### config.mk
export PLATFORM = sky130hd
export DESIGN_NAME = irq_line_ctrl
export DESIGN_NICKNAME = d
export VERILOG_FILES = /design/src/rtl/irq_line_pkg.sv /design/src/rtl/irq_line_sync.sv /design/src/rtl/irq_line_detect.sv /design/src/rtl/irq_line_regs.sv /design/src/rtl/irq_line_ctrl.sv
export SDC_FILE = /design/constraint.sdc
export NUM_CORES = 1
export LEC_CHECK = 0
export BUFFER_PORTS_ARGS = -buffer_cell sky130_fd_sc_hd__buf_4
export CAP_MARGIN = 40
export CORE_AREA = 3 3 52 58
export CTS_BUF_LIST = sky130_fd_sc_hd__clkbuf_4
export DETAILED_ROUTE_END_ITERATION = 6
export DIE_AREA = 0 0 55 61
export PLACE_DENSITY = 0.63
export SYNTH_ARGS = -nofsm -noshare
export SYNTH_HDL_FRONTEND = slang
export SYNTH_SLANG_ARGS = --single-unit
### constraint.sdc
create_clock -name clk_i -period 0.9 [get_ports clk_i]
set_input_delay 0.18 -clock clk_i [delete_from_list [all_inputs] [get_ports clk_i]]
set_output_delay 0.18 -clock clk_i [all_outputs]
set_load 0.02 [all_outputs]
### src/rtl/irq_line_pkg.sv
package irq_line_pkg;

  typedef enum logic [1:0] {
    TRIG_LOW_LVL  = 2'd0,
    TRIG_FALL     = 2'd1,
    TRIG_HIGH_LVL = 2'd2,
    TRIG_RISE     = 2'd3
  } trig_mode_e;

  typedef struct packed {
    logic [7:0] trig;
    logic [7:0] pend;
    logic [7:0] en;
  } reg_map_t;

  localparam reg_map_t MAP_STD = '{trig: 8'h00, pend: 8'h04, en: 8'h08};
  localparam reg_map_t MAP_ALT = '{trig: 8'h0C, pend: 8'h10, en: 8'h40};

  function automatic reg_map_t pick_map(input bit alt);
    return alt ? MAP_ALT : MAP_STD;
  endfunction

endpackage

### src/rtl/irq_line_sync.sv
module irq_line_sync #(
  parameter int STAGES  = 2,
  parameter bit RST_VAL = 1'b1
) (
  input  logic clk_i,
  input  logic rst_ni,
  input  logic d_i,
  output logic q_o
);

  logic [STAGES-1:0] stage_q;

  for (genvar i = 0; i < STAGES; i++) begin : g_stage
    if (i == 0) begin : g_first
      always_ff @(posedge clk_i or negedge rst_ni) begin
        if (!rst_ni) stage_q[i] <= RST_VAL;
        else         stage_q[i] <= d_i;
      end
    end else begin : g_next
      always_ff @(posedge clk_i or negedge rst_ni) begin
        if (!rst_ni) stage_q[i] <= RST_VAL;
        else         stage_q[i] <= stage_q[i-1];
      end
    end
  end

  assign q_o = stage_q[STAGES-1];

endmodule

### src/rtl/irq_line_detect.sv
module irq_line_detect
  import irq_line_pkg::*;
#(
  parameter bit RST_VAL = 1'b1
) (
  input  logic       clk_i,
  input  logic       rst_ni,
  input  logic       sync_i,
  input  trig_mode_e mode_i,
  output logic       evt_o
);

  logic prev_q;
  logic act_now, act_prev;

  always_ff @(posedge clk_i or negedge rst_ni) begin
    if (!rst_ni) prev_q <= RST_VAL;
    else         prev_q <= sync_i;
  end

  // mode[1] picks the active polarity, mode[0] picks edge over level
  assign act_now  = (sync_i ~^ mode_i[1]);
  assign act_prev = (prev_q ~^ mode_i[1]);

  always_comb begin
    if (mode_i[0]) evt_o = act_now & ~act_prev;
    else           evt_o = act_now;
  end

endmodule

### src/rtl/irq_line_regs.sv
module irq_line_regs
  import irq_line_pkg::*;
#(
  parameter int ADDR_W  = 8,
  parameter int DATA_W  = 32,
  parameter bit ALT_MAP = 1'b0
) (
  input  logic              clk_i,
  input  logic              rst_ni,
  input  logic              req_i,
  input  logic              we_i,
  input  logic [ADDR_W-1:0] addr_i,
  input  logic [DATA_W-1:0] wdata_i,
  input  logic              evt_i,
  output trig_mode_e        mode_o,
  output logic              pend_o,
  output logic              en_o,
  output logic [DATA_W-1:0] rdata_o
);

  localparam reg_map_t MAP = pick_map(ALT_MAP);
  localparam logic [ADDR_W-1:0] A_TRIG = ADDR_W'(MAP.trig);
  localparam logic [ADDR_W-1:0] A_PEND = ADDR_W'(MAP.pend);
  localparam logic [ADDR_W-1:0] A_EN   = ADDR_W'(MAP.en);

  trig_mode_e mode_q;
  logic pend_q, en_q;
  logic hit_trig, hit_pend, hit_en;
  logic wr, ack;
  logic unused_wdata;

  assign unused_wdata = ^wdata_i[DATA_W-1:2];

  assign hit_trig = req_i && (addr_i == A_TRIG);
  assign hit_pend = req_i && (addr_i == A_PEND);
  assign hit_en   = req_i && (addr_i == A_EN);
  assign wr       = req_i && we_i;
  assign ack      = wr && hit_pend && wdata_i[0];

  always_ff @(posedge clk_i or negedge rst_ni) begin
    if (!rst_ni) begin
      mode_q <= TRIG_LOW_LVL;
      en_q   <= 1'b0;
    end else begin
      if (wr && hit_trig) mode_q <= trig_mode_e'(wdata_i[1:0]);
      if (wr && hit_en)   en_q   <= wdata_i[0];
    end
  end

  // a fresh event outranks a same-cycle acknowledge
  always_ff @(posedge clk_i or negedge rst_ni) begin
    if (!rst_ni) pend_q <= 1'b0;
    else         pend_q <= evt_i | (pend_q & ~ack);
  end

  always_comb begin
    rdata_o = '0;
    if (req_i && !we_i) begin
      if (hit_trig) rdata_o[1:0] = mode_q;
      if (hit_pend) rdata_o[0]   = pend_q;
      if (hit_en)   rdata_o[0]   = en_q;
    end
  end

  assign mode_o = mode_q;
  assign pend_o = pend_q;
  assign en_o   = en_q;

endmodule

### src/rtl/irq_line_ctrl.sv
module irq_line_ctrl
  import irq_line_pkg::*;
#(
  parameter int ADDR_W      = 8,
  parameter int DATA_W      = 32,
  parameter int SYNC_STAGES = 2,
  parameter bit ALT_MAP     = 1'b0
) (
  input  logic              clk_i,
  input  logic              rst_ni,
  input  logic              irq_i,
  input  logic              req_i,
  input  logic              we_i,
  input  logic [ADDR_W-1:0] addr_i,
  input  logic [DATA_W-1:0] wdata_i,
  output logic [DATA_W-1:0] rdata_o,
  output logic              irq_o
);

  // idle-high reset value keeps the default active-low mode quiet
  localparam bit IDLE_LVL = 1'b1;

  logic       sync_q;
  logic       evt;
  logic       pend;
  logic       en;
  trig_mode_e mode;

  irq_line_sync #(
    .STAGES (SYNC_STAGES),
    .RST_VAL(IDLE_LVL)
  ) u_sync (
    .clk_i (clk_i),
    .rst_ni(rst_ni),
    .d_i   (irq_i),
    .q_o   (sync_q)
  );

  irq_line_detect #(
    .RST_VAL(IDLE_LVL)
  ) u_detect (
    .clk_i (clk_i),
    .rst_ni(rst_ni),
    .sync_i(sync_q),
    .mode_i(mode),
    .evt_o (evt)
  );

  irq_line_regs #(
    .ADDR_W (ADDR_W),
    .DATA_W (DATA_W),
    .ALT_MAP(ALT_MAP)
  ) u_regs (
    .clk_i  (clk_i),
    .rst_ni (rst_ni),
    .req_i  (req_i),
    .we_i   (we_i),
    .addr_i (addr_i),
    .wdata_i(wdata_i),
    .evt_i  (evt),
    .mode_o (mode),
    .pend_o (pend),
    .en_o   (en),
    .rdata_o(rdata_o)
  );

  assign irq_o = pend & en;

endmodule

==> results.md <==
* Die extent in x at 55 um
* Fraction of registers with async set or reset after synthesis at 100%
* FF-to-FF End: u_regs.mode_o[0]
* Clock Latency Late Sink at 0.25 ns
* CP Data Required Time at 0.72 ns
* Area taken by multi-input logic gates at 345 um2
* WL final at 1120 um
* Seq/Total Area, Yosys at 29.3%
* Syn Std Cell Area at 611 um2
* Final GP Congestion at 0.676
* Kind of critical path: reg2out
* Initial drt markers at 0
* Synth Warn # at 0
* Hold Crit Class: in2reg
* Mapped Cells at 60
* Vias in the first global route at 351
* Sum of negative setup slack at -1.62 ns
* Number of distinct library cells after synthesis at 25
* Ant diodes at 0
* Post-synth EDFFs at 0
* Crit. End Element: primary output
* Io pins at 78
* Worst reg2reg path depth at 3
* Leak at 0.407 nW
* RSZ-0062 raised after global routing: yes
* Critical path startpoint category: flop
* Maximum clock frequency at 761 MHz
* Vias per cell at 3.58
* Hold worst-path end: u_sync.stage_q[0]
* Initial antenna violation count at 0
* Final period utilization at 146%
* CP Max Fanout at 2
* Most common cell in the synthesized netlist: buf_4
* Area leader, netlist: buf_4
* Yosys reg bits at 7
* FF/Latch Area at 179 um2
* Post-route DRC at 0
* Root Driver: clkbuf_4
* Clk sink count at 7
* Post-synth top area share at 36.9%
* Status: complete, but fails checks
* Cell area after placement at 698 um2
* Worst R2R Start: u_regs.mode_o[0]
* DIE HEIGHT at 61 um
* Min cycle time layout at 1.31 ns
* Hold path depth at 1
* Core area at 0.00252 mm2
* Ys flop type: dfrtp_1
* Peak supply drop at 834 uV
* HP Start: irq_i
* CTS tree: yes
* CP arrival at 1.13 ns
* Starting Density at 24.2%
* Layout fillers at 273
* GRT overflow at 0
* Pin count of the biggest net entering global routing at 8
* Final hold vios at 0
* R2r setup slk at -0.09 ns
* All-Layer GR Usage at 6.15%
* Most instantiated cells after synthesis: 30 x buf_4, 4 x dfrtp_1, 3 x dfstp_2
* Layout cells sized above 1 at 46.0%
* Clock tree buffer depth at 2
* Worst setup margin at -0.414 ns
* Total power at 0.902 mW
* Via Count at 423
* Port buffer count at 17
* CTS H-Tree Depth at 1
* Clock slew at reported path FFs at 0.05 ns
* Max-capacitance violation count at 0
* Area Growth Syn to Fin at 30.7%
* Avg Cell Area, Syn at 10.2 um2
* Pwr dens at 1130 mW/mm2
* Core Rows at 19
* Violated checks: negative setup slack
* Post-DRT Antenna Nets at 0
* Slew Viols, Final at 0
* Synth area leaders: buf_4 37%, dfrtp_1 16%, dfstp_2 13%
* WL/cell at 9.51 um
* TritonCTS Buffers at 3
* # setup viols final at 7
* DR pass1 iterations at 1
* Setup Skew at 0.00541 ns
* Die area at 0.00336 mm2
* Final Cell Area at 798 um2
* First-pass GRT wire length at 1410 um
* Fin nets at 133
-- per-layer routing --
| metal | share of wire (%) | vias up | track usage [%] |
|---|---|---|---|
| li1 | - | 198 | - |
| met1 | 40 | 187 | 7.47 |
| met2 | 43 | 36 | 8.45 |
| met3 | 16 | 2 | 3.69 |
| met4 | 0.89 | 0 | 3.13 |
| met5 | 0 | - | 0 |
-- timing repair --
| item | CTS | global route |
|---|---|---|
| hold endpoints to repair | 7 | 0 |
| endpoints found under the setup margin | 7 | 7 |
| hold buffers | 1 | 0 |
| gates resized for setup | 10 | 2 |
| gates cloned | 0 | 0 |
| pin swaps | 4 | 1 |
| buffers inserted | 2 | 0 |
-- flip-flops by register name (all words and copies together), names as in the netlist --
| signal | flops |
|---|---|
| u_detect.prev_q | 1 |
| u_sync.stage_q | 1 |
| u_regs.mode_o | 2 |
| u_regs.en_o | 1 |
| u_sync.q_o | 1 |
| u_regs.pend_o | 1 |
-- worst max-delay path by stage --
stage	from	end	slack, ns	cells past startpoint
2_1_floorplan	addr_i[5]	u_regs.mode_o[0]	-0.29	3
4_1_cts	u_regs.pend_o	rdata_o[0]	-0.42	4
3_5_place_dp	addr_i[5]	u_regs.mode_o[0]	-0.48	4
6_report	u_regs.pend_o	rdata_o[0]	-0.41	4
5_1_grt	u_regs.mode_o[1]	rdata_o[1]	-0.50	3
3_3_place_gp	addr_i[5]	u_regs.mode_o[0]	-0.46	4
-- power by group --
group	switching (mW)	total (mW)	leakage, nW	internal, mW
sequential	0.00578	0.337	0.0819	0.331
combinational	0.162	0.246	0.307	0.0839
clock	0.120	0.319	0.0184	0.200
-- cell type report --
class | instances | area share, %
repair buffers | 24 | 25.7
flip-flops and latches | 7 | 22.4
multi-input cells | 52 | 43.3
well taps | 31 | 4.86
clock buffers | 4 | 3.76
-- worst max-delay path: stages, from the launching register on --
cell and delay (ns):
dfrtp_1 0.38, mux2i_1 0.14, o21ai_1 0.07, and4b_1 0.18, buf_6 0.13
-- cell families after synthesis --
| kind of cell | after synthesis | share of synthesized area, % |
|---|---|---|
| buffers and inverters | 30 | 36.9 |
| multiplexers | 4 | 8.40 |
| AO/OA/AOI/OAI | 3 | 2.87 |
| other | 1 | 0.614 |
| AND/OR/NAND/NOR | 13 | 19.1 |
| XOR/XNOR | 2 | 2.87 |
| flip-flops | 7 | 29.3 |
-- placed cells by master (no fill, tap or decap), drive strengths merged, types with 2 or more instances in the layout --
master and instances:
conb 30, buf 23, clkbuf 4, dfrtp 4
dfstp 3, mux2 3, and4b 2, and3 2
-- through the flow --
stage	util (%)	worst slack (ns)	hold slack, ns	instances
2_1_floorplan	-	-0.286	-0.116	89
3_3_place_gp	27.7	-0.457	-0.00528	112
3_5_place_dp	27.7	-0.481	-0.00273	112
4_1_cts	31.1	-0.421	0.0265	118
5_1_grt	31.7	-0.499	0.0195	118
6_report	31.7	-0.414	0.0347	118
(Power assumes the default switching activity.)
